--- config.mk ---
export PLATFORM = sky130hd
export DESIGN_NAME = gpio_masked_port
export DESIGN_NICKNAME = d
export VERILOG_FILES = /design/src/rtl/gpio_port_pkg.sv /design/src/rtl/gpio_sync.sv /design/src/rtl/gpio_bus_fsm.sv /design/src/rtl/gpio_regfile.sv /design/src/rtl/gpio_masked_port.sv
export SDC_FILE = /design/constraint.sdc
export NUM_CORES = 1
export LEC_CHECK = 0
export CAP_MARGIN = 15
export CORE_UTILIZATION = 32
export CTS_CLUSTER_SIZE = 28
export DETAILED_ROUTE_END_ITERATION = 10
export PLACE_DENSITY = 0.68
export SETUP_SLACK_MARGIN = 0.2
export SYNTH_ARGS = -nofsm -noshare
export SYNTH_HDL_FRONTEND = slang
export SYNTH_HIERARCHICAL = 1
export SYNTH_SLANG_ARGS = --single-unit
--- constraint.sdc ---
create_clock -name clk -period 3.07 [get_ports clk]
set_clock_uncertainty 0.15 [all_clocks]
set_input_delay 0.4605 -clock clk [delete_from_list [all_inputs] [get_ports clk]]
set_output_delay 0.4605 -clock clk [all_outputs]
set_load 0.005 [all_outputs]
--- src/rtl/gpio_port_pkg.sv ---
package gpio_port_pkg;

    typedef enum logic [1:0] {
        ST_IDLE  = 2'd0,
        ST_WRITE = 2'd1,
        ST_READ  = 2'd2
    } bus_state_t;

    // Register slot index within the configuration block, word-spaced
    localparam int IDX_DIR    = 0;
    localparam int IDX_SENSE  = 1;
    localparam int IDX_BOTH   = 2;
    localparam int IDX_EVENT  = 3;
    localparam int IDX_ENABLE = 4;
    localparam int IDX_RAW    = 5;
    localparam int IDX_MASKED = 6;
    localparam int IDX_CLEAR  = 7;

    localparam int CFG_REGS   = 4;   // sense, both, event, enable
    localparam int CFG_SLOTS  = 8;

endpackage

--- src/rtl/gpio_sync.sv ---
module gpio_sync #(
    parameter int WIDTH = 8
) (
    input  logic             clk,
    input  logic             rst_n,
    input  logic [WIDTH-1:0] async_in,
    output logic [WIDTH-1:0] sync_out
);

    for (genvar i = 0; i < WIDTH; i++) begin : g_bit
        logic meta_q;
        logic stable_q;
        always_ff @(posedge clk or negedge rst_n) begin
            if (!rst_n) begin
                meta_q   <= 1'b0;
                stable_q <= 1'b0;
            end else begin
                meta_q   <= async_in[i];
                stable_q <= meta_q;
            end
        end
        assign sync_out[i] = stable_q;
    end

endmodule

--- src/rtl/gpio_bus_fsm.sv ---
module gpio_bus_fsm
    import gpio_port_pkg::*;
#(
    parameter int ADDR_W = 12,
    parameter int DATA_W = 8
) (
    input  logic              clk,
    input  logic              rst_n,
    input  logic              req,
    input  logic              we,
    input  logic [ADDR_W-1:0] addr,
    input  logic [DATA_W-1:0] wdata,
    output logic              ack,
    output logic              acc_wr,
    output logic              acc_rd,
    output logic [ADDR_W-1:0] acc_addr,
    output logic [DATA_W-1:0] acc_wdata
);

    bus_state_t state_q, state_d;

    always_comb begin
        state_d = state_q;
        unique case (state_q)
            ST_IDLE:  if (req) state_d = we ? ST_WRITE : ST_READ;
            ST_WRITE: state_d = ST_IDLE;
            ST_READ:  state_d = ST_IDLE;
            default:  state_d = ST_IDLE;
        endcase
    end

    always_ff @(posedge clk or negedge rst_n) begin
        if (!rst_n) state_q <= ST_IDLE;
        else        state_q <= state_d;
    end

    always_ff @(posedge clk or negedge rst_n) begin
        if (!rst_n) begin
            acc_addr  <= '0;
            acc_wdata <= '0;
        end else if (state_q == ST_IDLE && req) begin
            acc_addr  <= addr;
            acc_wdata <= wdata;
        end
    end

    always_comb begin
        ack    = 1'b0;
        acc_wr = 1'b0;
        acc_rd = 1'b0;
        unique case (state_q)
            ST_IDLE:  ;
            ST_WRITE: begin ack = 1'b1; acc_wr = 1'b1; end
            ST_READ:  begin ack = 1'b1; acc_rd = 1'b1; end
            default:  ;
        endcase
    end

endmodule

--- src/rtl/gpio_regfile.sv ---
module gpio_regfile
    import gpio_port_pkg::*;
#(
    parameter int N_PINS = 8,
    parameter int ADDR_W = 12
) (
    input  logic              clk,
    input  logic              rst_n,
    input  logic              acc_wr,
    input  logic              acc_rd,
    input  logic [ADDR_W-1:0] acc_addr,
    input  logic [N_PINS-1:0] acc_wdata,
    input  logic [N_PINS-1:0] pin_sync,
    input  logic [N_PINS-1:0] irq_raw,
    input  logic [N_PINS-1:0] irq_masked,
    output logic [N_PINS-1:0] dir_q,
    output logic [N_PINS-1:0] dout_q,
    output logic [N_PINS-1:0] sense_q,
    output logic [N_PINS-1:0] both_q,
    output logic [N_PINS-1:0] event_q,
    output logic [N_PINS-1:0] enable_q,
    output logic [N_PINS-1:0] rdata,
    output logic              clr_pulse,
    output logic [N_PINS-1:0] clr_bits
);

    localparam int                MASK_LSB   = 2;
    localparam int                MASK_MSB   = N_PINS + 1;
    localparam logic [ADDR_W-1:0] CFG_BASE   = ADDR_W'(1) << (N_PINS + 2);
    localparam logic [ADDR_W-1:0] CFG_SPAN   = ADDR_W'(4 * CFG_SLOTS);

    logic              in_window;
    logic [N_PINS-1:0] pin_mask;
    logic [ADDR_W-1:0] cfg_off;
    logic              cfg_hit;
    logic [2:0]        cfg_idx;
    logic [N_PINS-1:0] wr_sel;
    logic [N_PINS-1:0] level;
    logic [N_PINS-1:0] cfg_q [CFG_REGS];

    // Address decode
    assign in_window = (acc_addr < CFG_BASE);
    assign pin_mask  = acc_addr[MASK_MSB:MASK_LSB];
    assign cfg_off   = acc_addr - CFG_BASE;
    assign cfg_hit   = !in_window && (cfg_off < CFG_SPAN) && (cfg_off[1:0] == 2'b00);
    assign cfg_idx   = cfg_off[4:2];

    // Output data: only masked pins that are outputs take the write
    assign wr_sel = pin_mask & dir_q;

    always_ff @(posedge clk or negedge rst_n) begin
        if (!rst_n) begin
            dout_q <= '0;
        end else if (acc_wr && in_window) begin
            dout_q <= (dout_q & ~wr_sel) | (acc_wdata & wr_sel);
        end
    end

    always_ff @(posedge clk or negedge rst_n) begin
        if (!rst_n) begin
            dir_q <= '0;
        end else if (acc_wr && cfg_hit && cfg_idx == 3'(IDX_DIR)) begin
            dir_q <= acc_wdata;
        end
    end

    always_ff @(posedge clk or negedge rst_n) begin
        if (!rst_n) begin
            for (int k = 0; k < CFG_REGS; k++) cfg_q[k] <= '0;
        end else if (acc_wr && cfg_hit) begin
            for (int k = 0; k < CFG_REGS; k++) begin
                if (cfg_idx == 3'(IDX_SENSE + k)) cfg_q[k] <= acc_wdata;
            end
        end
    end

    assign sense_q  = cfg_q[0];
    assign both_q   = cfg_q[1];
    assign event_q  = cfg_q[2];
    assign enable_q = cfg_q[3];

    // Clear is forwarded, never stored
    assign clr_pulse = acc_wr && cfg_hit && (cfg_idx == 3'(IDX_CLEAR));
    assign clr_bits  = clr_pulse ? acc_wdata : '0;

    // Read path
    assign level = (dir_q & dout_q) | (~dir_q & pin_sync);

    always_comb begin
        rdata = '0;
        if (acc_rd) begin
            if (in_window) begin
                rdata = level & pin_mask;
            end else if (cfg_hit) begin
                unique case (cfg_idx)
                    3'(IDX_DIR):    rdata = dir_q;
                    3'(IDX_SENSE):  rdata = sense_q;
                    3'(IDX_BOTH):   rdata = both_q;
                    3'(IDX_EVENT):  rdata = event_q;
                    3'(IDX_ENABLE): rdata = enable_q;
                    3'(IDX_RAW):    rdata = irq_raw;
                    3'(IDX_MASKED): rdata = irq_masked;
                    3'(IDX_CLEAR):  rdata = '0;
                    default:        rdata = '0;
                endcase
            end
        end
    end

endmodule

--- src/rtl/gpio_masked_port.sv ---
module gpio_masked_port
    import gpio_port_pkg::*;
#(
    parameter int N_PINS = 8,
    parameter int ADDR_W = 12
) (
    input  logic              clk,
    input  logic              rst_n,
    input  logic              req,
    input  logic              we,
    input  logic [ADDR_W-1:0] addr,
    input  logic [N_PINS-1:0] wdata,
    output logic              ack,
    output logic [N_PINS-1:0] rdata,
    input  logic [N_PINS-1:0] pin_in,
    output logic [N_PINS-1:0] pin_out,
    output logic [N_PINS-1:0] pin_oe,
    output logic [N_PINS-1:0] pin_sync,
    output logic [N_PINS-1:0] irq_sense,
    output logic [N_PINS-1:0] irq_both,
    output logic [N_PINS-1:0] irq_event,
    output logic [N_PINS-1:0] irq_enable,
    input  logic [N_PINS-1:0] irq_raw,
    input  logic [N_PINS-1:0] irq_masked,
    output logic              irq_clr_pulse,
    output logic [N_PINS-1:0] irq_clr_bits
);

    logic              acc_wr;
    logic              acc_rd;
    logic [ADDR_W-1:0] acc_addr;
    logic [N_PINS-1:0] acc_wdata;
    logic [N_PINS-1:0] dir_q;
    logic [N_PINS-1:0] dout_q;

    gpio_sync #(.WIDTH(N_PINS)) u_sync (
        .clk      (clk),
        .rst_n    (rst_n),
        .async_in (pin_in),
        .sync_out (pin_sync)
    );

    gpio_bus_fsm #(.ADDR_W(ADDR_W), .DATA_W(N_PINS)) u_fsm (
        .clk       (clk),
        .rst_n     (rst_n),
        .req       (req),
        .we        (we),
        .addr      (addr),
        .wdata     (wdata),
        .ack       (ack),
        .acc_wr    (acc_wr),
        .acc_rd    (acc_rd),
        .acc_addr  (acc_addr),
        .acc_wdata (acc_wdata)
    );

    gpio_regfile #(.N_PINS(N_PINS), .ADDR_W(ADDR_W)) u_regs (
        .clk        (clk),
        .rst_n      (rst_n),
        .acc_wr     (acc_wr),
        .acc_rd     (acc_rd),
        .acc_addr   (acc_addr),
        .acc_wdata  (acc_wdata),
        .pin_sync   (pin_sync),
        .irq_raw    (irq_raw),
        .irq_masked (irq_masked),
        .dir_q      (dir_q),
        .dout_q     (dout_q),
        .sense_q    (irq_sense),
        .both_q     (irq_both),
        .event_q    (irq_event),
        .enable_q   (irq_enable),
        .rdata      (rdata),
        .clr_pulse  (irq_clr_pulse),
        .clr_bits   (irq_clr_bits)
    );

    assign pin_out = dout_q;
    assign pin_oe  = dir_q;

endmodule

Word level (Yosys, flattened, before mapping)
Cells that the tools add are included.
{ "totals": {"ram_bits": 0, "latchBits": 0, "ff_bits": 86, "mem_count": 0, "out_inout_bits": 74, "wordCells": 75, "rom_bits": 0} }
{ "classes": {"n_eq_ne": 10, "n_addsub": 1, "n_lt_le_gt_ge": 2, "shift": 0, "bitwise_logic": 10, "div": 0, "multipliers": 0, "mux": 11, "n_reduce_logical": 16} }
{ "ops": {"columns": ["cell", "n"], "rows": [
  ["$pmux W8 S8", 1],
  ["$and A8 B8 Y8", 6],
  ["$mux W8", 4],
  ["$not A8 Y8", 2],
  ["$or A8 B8 Y8", 2],
  ["$eq A3 B3 Y1 const B", 4],
  ["$lt A12 B11 Y1 const B", 1],
  ["$lt A12 B6 Y1 const B", 1],
  ["$sub A12 B11 Y12 const B", 1],
  ["$reduce_and A2 Y1", 4],
  ["$logic_and A1 B1 Y1", 7],
  ["$eq A3 B2 Y1 const B", 2],
  ["$mux W2", 3],
  ["$logic_not A2 Y1", 2],
  ["$eq A3 B1 Y1 const B", 1],
  ["$logic_not A3 Y1", 1],
  ["$mux W1", 3],
  ["$eq A2 B1 Y1 const B", 1],
  ["$eq A2 B2 Y1 const B", 1],
  ["$ne A2 B2 Y1 const B", 1],
  ["$reduce_or A2 Y1", 1],
  ["$logic_not A1 Y1", 1]
]} }

Depth between registers and ports, before layout
Gate-level depths: netlist (run 1).
{ "logic_depth": {"depth_word": 7, "ltp_mapped": 7} }

By module
The synthesis (run 1) kept the hierarchy.
{ "modules_own_cells": {"columns": ["module", "instances", "seq_area_each_um2", "cells_per_inst", "area_each_um2"], "rows": [
  ["gpio_regfile", 1, 1201.2, 208, 2721.4],
  ["gpio_bus_fsm", 1, 550.5, 54, 950.9],
  ["gpio_sync", 1, 400.4, 24, 460.4]
]} }

Worst setup path after synthesis (run 1)
Ideal clock, no wire load.
{ "synth_path": {"path_kind": "reg2out", "startpoint": "reg u_fsm.acc_addr[9]", "endpoint": "out rdata[0]", "t_arrival_ns": 2.116, "required_time_ns": 2.459, "path_buffers": 0, "stages_incl_launch_ff": 5, "setup_slack_ns": 0.344, "cell_sequence": "dfrtp_1 -> or4_4 -> nor4_4 -> nand2_1 -> o31ai_1"} }
{ "synth_via": {"elab_chain_cells": 7} }
{ "synth_rtl": {"columns": ["item", "line", "rtl"], "rows": [
  ["start, declared", "gpio_bus_fsm.sv:16", "output logic [ADDR_W-1:0] acc_addr,"],
  ["start signal, assigned", "gpio_bus_fsm.sv:42", "acc_addr <= addr;"],
  ["$sub A12 B11 Y12 / $lt A12 B11 Y1 (equally long branches)", "gpio_regfile.sv:44, gpio_regfile.sv:42", null],
  ["$lt A12 B6 Y1 / $logic_not A1 Y1 (equally long branches)", "gpio_regfile.sv:45", "assign cfg_hit = !in_window && (cfg_off < CFG_SPAN) && (cfg_off[1:0] == 2'b00);"],
  ["$logic_and A1 B1 Y1 (2 in a row)", "gpio_regfile.sv:45", null],
  ["$mux W8", "gpio_regfile.sv:94", "end else if (cfg_hit) begin"],
  ["$mux W8 *", "gpio_regfile.sv:92", "if (in_window) begin"],
  ["$mux W8 *", "gpio_regfile.sv:91", "if (acc_rd) begin"],
  ["end, declared", "gpio_masked_port.sv:14", "output logic [N_PINS-1:0] rdata,"]
]} }
Mark *: on every way between the ends. The rest lies on a longest branch, timed or not.

Worst setup path after layout (run 1)
{ "layout_path": {"startpoint": "reg u_fsm.acc_addr[9]", "endpoint": "out rdata[3]"} }
Same word-level chain as after synthesis.

==> results of run 1 <==
[cell type report]
type,instances,share of cell area
Sequential cell,86,0.354
Multi-Input combinational cell,177,0.307
Timing Repair Buffer,158,0.250
Clock buffer,12,0.0405
Tap cell,172,0.0354
Clock inverter,4,0.0115
Inverter,3,0.00185
[cells by family (layout without fill, tap and decap cells)]
kind of cell               Yosys count  after routing  share of synthesized area
muxes                               91             91                      0.280
DFF                                 86             86                      0.521
and+or+nand+nor                     52             53                     0.0978
AOI/OAI and AO/OA                   30             30                     0.0478
buffers and inverters               24            177                     0.0448
adders and majority gates            3              3                    0.00908
[power by group through the flow]
stage | Combinational [mW] | Sequential, mW | Clock (mW)
after detailed placement | 1.03 | 1.51 | 0
after floorplan | 0.702 | 1.40 | 0
after global placement | 1.03 | 1.50 | 0
after global routing | 1.20 | 1.51 | 1.23
final | 1.11 | 1.48 | 1.15
after CTS | 1.09 | 1.49 | 1.18
[cells in the final DEF, fill, tap and decap left out, drive strengths merged]
cell           instances
clkinv                 2
nor3b                  2
o31ai                  4
nand3                 16
o211ai                 4
mux2                  76
nand2                  2
nand3b                 4
or4                    1
mux4                   6
inv                    3
dlygate4sd2            3
clkdlybuf4s15          1
dlymetal6s2s           2
nor2b                  3
a211o                  2
nand4b                 3
ha                     3
mux2i                  9
and3                   3
nor2                   5
nand4                  2
dfrtp                 86
bufinv                 2
buf                   41
nor4                   3
and2                   8
clkbuf                20
o211a                  2
a211oi                 2
a22oi                  2
o21ai                 11
or3b                   1
a21oi                  3
clkdlybuf4s50        103
[flip-flops by register name, indices dropped and copies added, names as in the netlist, named ones only]
register,flops
u_fsm/state_q,2
u_regs/sense_q,8
u_sync/g_bit.meta_q,8
u_sync/g_bit.stable_q,8
u_regs/both_q,8
u_fsm/acc_wdata,8
u_regs/event_q,8
u_regs/dir_q,8
u_fsm/acc_addr,12
u_regs/enable_q,8
[worst reg2reg max path, delay by kind of cell, from the launching register on]
family	cells	cell delay, ps
flops	1	380
mux	1	360
buf+inv	3	450
simple gates	3	970
[routing by layer]
layer	track usage	share of wire	routed length [um]	vias up
li1	-	-	-	1358
met1	0.239	0.43	4950	1487
met2	0.300	0.49	5740	109
met3	0.0392	0.063	731	14
met4	0.0641	0.018	208	0
met5	0	0	0	-
[what timing repair did]
action | in CTS | in global routing
endpoints found under the setup margin | 17 | 14
pin swaps | 3 | 1
gates resized for setup | 33 | 35
gates cloned | 1 | 0
setup buffers | 13 | 2
[path summary, 6_finish.rpt]
kind / from / to / slack, ps / cells after the start
max in group asynchronous: rst_n / u_regs/dir_q[7]$_DFFE_PN0P_ / 2160 / 2
min in group clk: u_sync/g_bit[6].meta_q$_DFF_PN0_ / u_sync/g_bit[6].stable_q$_DFF_PN0_ / 200 / 0
worst min-delay path: rst_n / u_fsm/acc_wdata[5]$_DFFE_PN0P_ / -20 / 1
worst min register to register: u_sync/g_bit[6].meta_q$_DFF_PN0_ / u_sync/g_bit[6].stable_q$_DFF_PN0_ / 200 / 0
worst max-delay path: u_fsm/acc_addr[9]$_DFFE_PN0P_ / rdata[3] / 170 / 7
worst max register to register: u_fsm/acc_addr[9]$_DFFE_PN0P_ / u_regs/sense_q[2]$_DFFE_PN0P_ / 630 / 7
[per-stage QoR]
step / TNS, ps / worst slack [ps] / total power, mW
2_1_floorplan: 0 / 344 / 2.11
3_3_place_gp: 0 / 14.2 / 2.52
3_5_place_dp: -12.3 / -12.3 / 2.54
4_1_cts: 0 / 14.7 / 3.76
5_1_grt: 0 / 93.0 / 3.94
6_report: 0 / 174 / 3.74
==> results_dict.tcl, run 1 <==
set metrics [dict create \
    yosys_warnings 6 \
    synth.most_common_cell "dfrtp_1" \
    wl_per_cell_um 19.0 \
    finalSetupViolCount 0 \
    coreArea_um2 12600 \
    stdcell_area_um2 6080 \
    firstDrtPassIters 4 \
    dp_hpwl_um 7950 \
    p_sw_frac 0.300 \
    cts_buffer_depth 2 \
    power_frac_comb 0.298 \
    p_sw_mw 1.12 \
    synth_fp_nets 337 \
    path_class "reg2out" \
    drc 0 \
    first_global_vias 2987 \
    fillCellCount 1147 \
    slowest_delay_ps 550 \
    post-route-min-period_ps 2900 \
    utilization 0.482 \
    endpoint_kind "primary output" \
    synth_common_cells "86 x dfrtp_1, 56 x mux2_2, 20 x mux2_4" \
    cts.sinks 86 \
    multi_input_area_um2 1870 \
    numCtsBuffers 9 \
    p_int_mw 2.62 \
    ys_ff_latch 86 \
    netlist_top_cells_area "dfrtp_1 52%, mux2_2 15%, mux2_4 7.3%" \
    antenna_found_initial 0 \
    final_cells 612 \
    fmax_mhz 345 \
    p_per_area_nw_per_um2 616 \
    floorplan.initialDensity 0.327 \
    syn_to_final_growth_pct 47.2 \
    grt_pass1_wl_um 17600 \
    clock_latency_ps 330 \
    slowest_stage "or4_4" \
    vias 2968 \
    p_clk_frac 0.307 \
    slew_viol_final 0 \
    cp_cell_sequence "or4_4 > nor4_4 > buf_4 > buf_12 > nand2_8 > o31ai_1 > clkdlybuf4s15_1" \
    cp.required_ps 2460 \
    synth_area_um2 4130 \
    synth-edff-count 0 \
    slew_headroom 0.484 \
    tritoncts "built" \
    holdBufCountCts 0 \
    io_buffers 121 \
    post_dp_cell_area_um2 5550 \
    dp.cells 579 \
    crit_path_max_fanout 8 \
    worst_pin_slew_ps 771 \
    ys.flop_type "dfrtp_1" \
    seq_area_um2 2150 \
    timing.hold.ws_ps -21.1 \
    wl_um 11600 \
    status "finished, violations left" \
    yosysTopAreaCellShare 0.521 \
    avgSynthCellArea_um2 14.5 \
    ir_worst_vdd_mv 0.295 \
    rows 41 \
    dieArea_um2 13400 \
    avgViaCountPerCell 4.85 \
    drv_cap 0 \
    htreeDepth 3 \
    synthCells 286 \
    die_height_um 116 \
    grt_start_max_net_pins 87 \
    crit_family "simple AND/OR/NAND/NOR gates" \
    hp-class "in2async" \
    root_buffer "clkbuf_16" \
    num_io_pins 122 \
    fin_nets 486 \
    gp_congestion 0.776 \
    grt_overflow 0 \
    path_buf_inv 3 \
    ys_types 36 \
    ant_nets 0 \
    start_kind "flip-flop" \
    drive_gt1_frac 0.377 \
    drt_iter0_drc 88 \
    yosys.area.top_type "dfrtp_1" \
    violations "negative hold slack" \
    clk_pin_slew_ps 60 \
    diodes 0 \
    rsz0062_at_grt "yes" \
    track_usage 0.183 \
    ys_seq_area_frac 0.521 \
    pwr-share-seq 0.395 \
    leakage_nw 2.86 \
    hold_viol 22 \
    synthArstFlopShare 1.00 \
    period_share 0.943 \
    fp.dieW_um 116 \
    arrival_ps 2290 \
]
Power figures use the tool's default switching activity.
==> run 2: changes to the inputs <==
--- a/config.mk
+++ b/config.mk
@@ -6,6 +6,7 @@
 export NUM_CORES = 1
 export LEC_CHECK = 0
 export CAP_MARGIN = 15
+export CORE_MARGIN = 8
 export CORE_UTILIZATION = 32
 export CTS_CLUSTER_SIZE = 28
 export DETAILED_ROUTE_END_ITERATION = 10
==> run 2 against run 1 <==
Against the previous run: the flow now finishes without violations; power shrank 1.3%; largest power group unchanged; die area grew 26%; count of clock-buffer cells in the layout shrank 1; largest cell class unchanged; clock power is essentially flat.
==> results_dict.tcl, run 2 (same netlist as run 1, synthesis figures left out) <==
set metrics [dict create \
    wl_per_cell_um 20.8 \
    track_usage 0.155 \
    multi_input_area_um2 1920 \
    vias 2973 \
    root_buffer "clkbuf_16" \
    path_class "reg2out" \
    place_ws_ps -30.6 \
    fillCellCount 1153 \
    diodes 0 \
    ir_worst_vdd_mv 0.265 \
    worst_pin_slew_ps 823 \
    clock_latency_ps 340 \
    slew_viol_final 0 \
    fin_nets 484 \
    met1_length_um 5290 \
    slew_headroom 0.449 \
    top_layer "met4" \
    p_per_area_nw_per_um2 602 \
    coreArea_um2 12600 \
    gp_congestion 0.760 \
    timing.hold.ws_ps 199 \
    fmax_mhz 334 \
    wl_met3_um 926 \
    rsz0062_at_grt "yes" \
    grt_start_max_net_pins 45 \
    dieArea_um2 16800 \
    tritoncts "built" \
    first_global_vias 3250 \
    start_kind "flip-flop" \
    antenna_found_initial 0 \
    finalSetupViolCount 0 \
    io_buffers 121 \
    syn_to_final_growth_pct 48.6 \
    period_share 0.976 \
    dp_hpwl_um 8960 \
    grt_pass1_wl_um 19200 \
    wl_um 12700 \
    wl_met2_um 6260 \
    utilization 0.487 \
    avgViaCountPerCell 4.87 \
    ant_nets 0 \
    leakage_nw 2.83 \
    cp.required_ps 2460 \
    hold_viol 0 \
    cts_buffer_depth 2 \
    crit_path_max_fanout 7 \
    setup-tns-final_ps 0 \
    top_register "u_fsm/acc_addr" \
    setup_slack_ps 73.3 \
    firstDrtPassIters 4 \
    numCtsBuffers 9 \
    mostFrequentLayoutCells "103 x clkdlybuf4s50_1, 85 x dfrtp_1, 56 x mux2_2" \
    arrival_ps 2390 \
    largest_reg_flops 12 \
    floorplan.initialDensity 0.327 \
    rows 41 \
    num_io_pins 122 \
    post-route-min-period_ps 3000 \
    cts.sinks 86 \
    drt_iter0_drc 140 \
    drc 0 \
    endpoint_kind "primary output" \
    drv_cap 0 \
    fp.dieW_um 130 \
    seq_area_um2 2150 \
    hp-class "reg2reg" \
    final_common_cell "clkdlybuf4s50_1" \
    drive_gt1_frac 0.400 \
    htreeDepth 3 \
    die_height_um 130 \
    grt_overflow 0 \
    status "completed" \
    clk_pin_slew_ps 60 \
]
[run 2: cell count changes in the layout (fill, tap and decap cells not counted), moves of 3 or more]
cell | before | now
and2_1 | 5 | 0
and2_4 | 3 | 8
buf_2 | 1 | 7
buf_4 | 30 | 21
buf_6 | 5 | 18
clkbuf_2 | 8 | 1
o31ai_4 | 1 | 4
[run 2: power breakdown]
| part | total [mW] | switching (mW) | internal, mW |
|---|---|---|---|
| clock | 1.14 | 0.428 | 0.714 |
| combinational | 1.09 | 0.520 | 0.571 |
| sequential | 1.46 | 0.193 | 1.27 |
| total | 3.70 | 1.14 | 2.55 |
[run 2: cell type report]
type | count | share of cell area
Timing Repair Buffer | 156 | 0.249
Sequential cell | 86 | 0.351
Clock buffer | 11 | 0.0379
Tap cell | 172 | 0.0350
Clock inverter | 5 | 0.0136
Inverter | 3 | 0.00183
Multi-Input combinational cell | 177 | 0.312
[run 2: through the flow]
stage	power, mW	cell area [um^2]	std cells
floorplan	2.11	4130	286
CTS	3.71	6000	608
finish	3.70	6140	610
global route	3.89	6140	610
global placement	2.51	5550	577
detailed placement	2.52	5550	577
[run 2: worst paths after layout]
kind                                             startpoint                                 end  slack (ps)  cells after the start
setup / recovery              u_fsm/acc_addr[7]$_DFFE_PN0P_                            rdata[4]          70                      8
hold / removal             u_sync/g_bit[2].meta_q$_DFF_PN0_  u_sync/g_bit[2].stable_q$_DFF_PN0_         200                      0
setup reg to reg              u_fsm/acc_addr[7]$_DFFE_PN0P_      u_regs/enable_q[1]$_DFFE_PN0P_         340                      9
hold reg to reg            u_sync/g_bit[2].meta_q$_DFF_PN0_  u_sync/g_bit[2].stable_q$_DFF_PN0_         200                      0
max in group asynchronous                             rst_n    u_sync/g_bit[7].meta_q$_DFF_PN0_        1620                      3
min in group asynchronous                             rst_n  u_sync/g_bit[7].stable_q$_DFF_PN0_         500                      2
[run 2: routing by layer]
metal  vias up  GRT usage
met4         0     0.0581
li1       1355          -
met2       104      0.258
met1      1496      0.186
met5         -          0
met3        18     0.0452
[run 2: repair_timing]
item                       4_1_cts  5_1_grt
hold endpoints to repair        42        0
pin swaps                        3        8
setup buffers                   13        2
setup endpoints to repair       17       16
cloned                           1        0
hold buffers                     1        0
resized for setup               36       75
[run 2: worst max-delay path, stage by stage (launching register included)]
cell and delay [ps]:
dfrtp_1 380, or4_4 550, nor4_4 260, buf_4 170, buf_6 100, buf_12 100, nand2_8 90, o31ai_4 230
buf_2 160
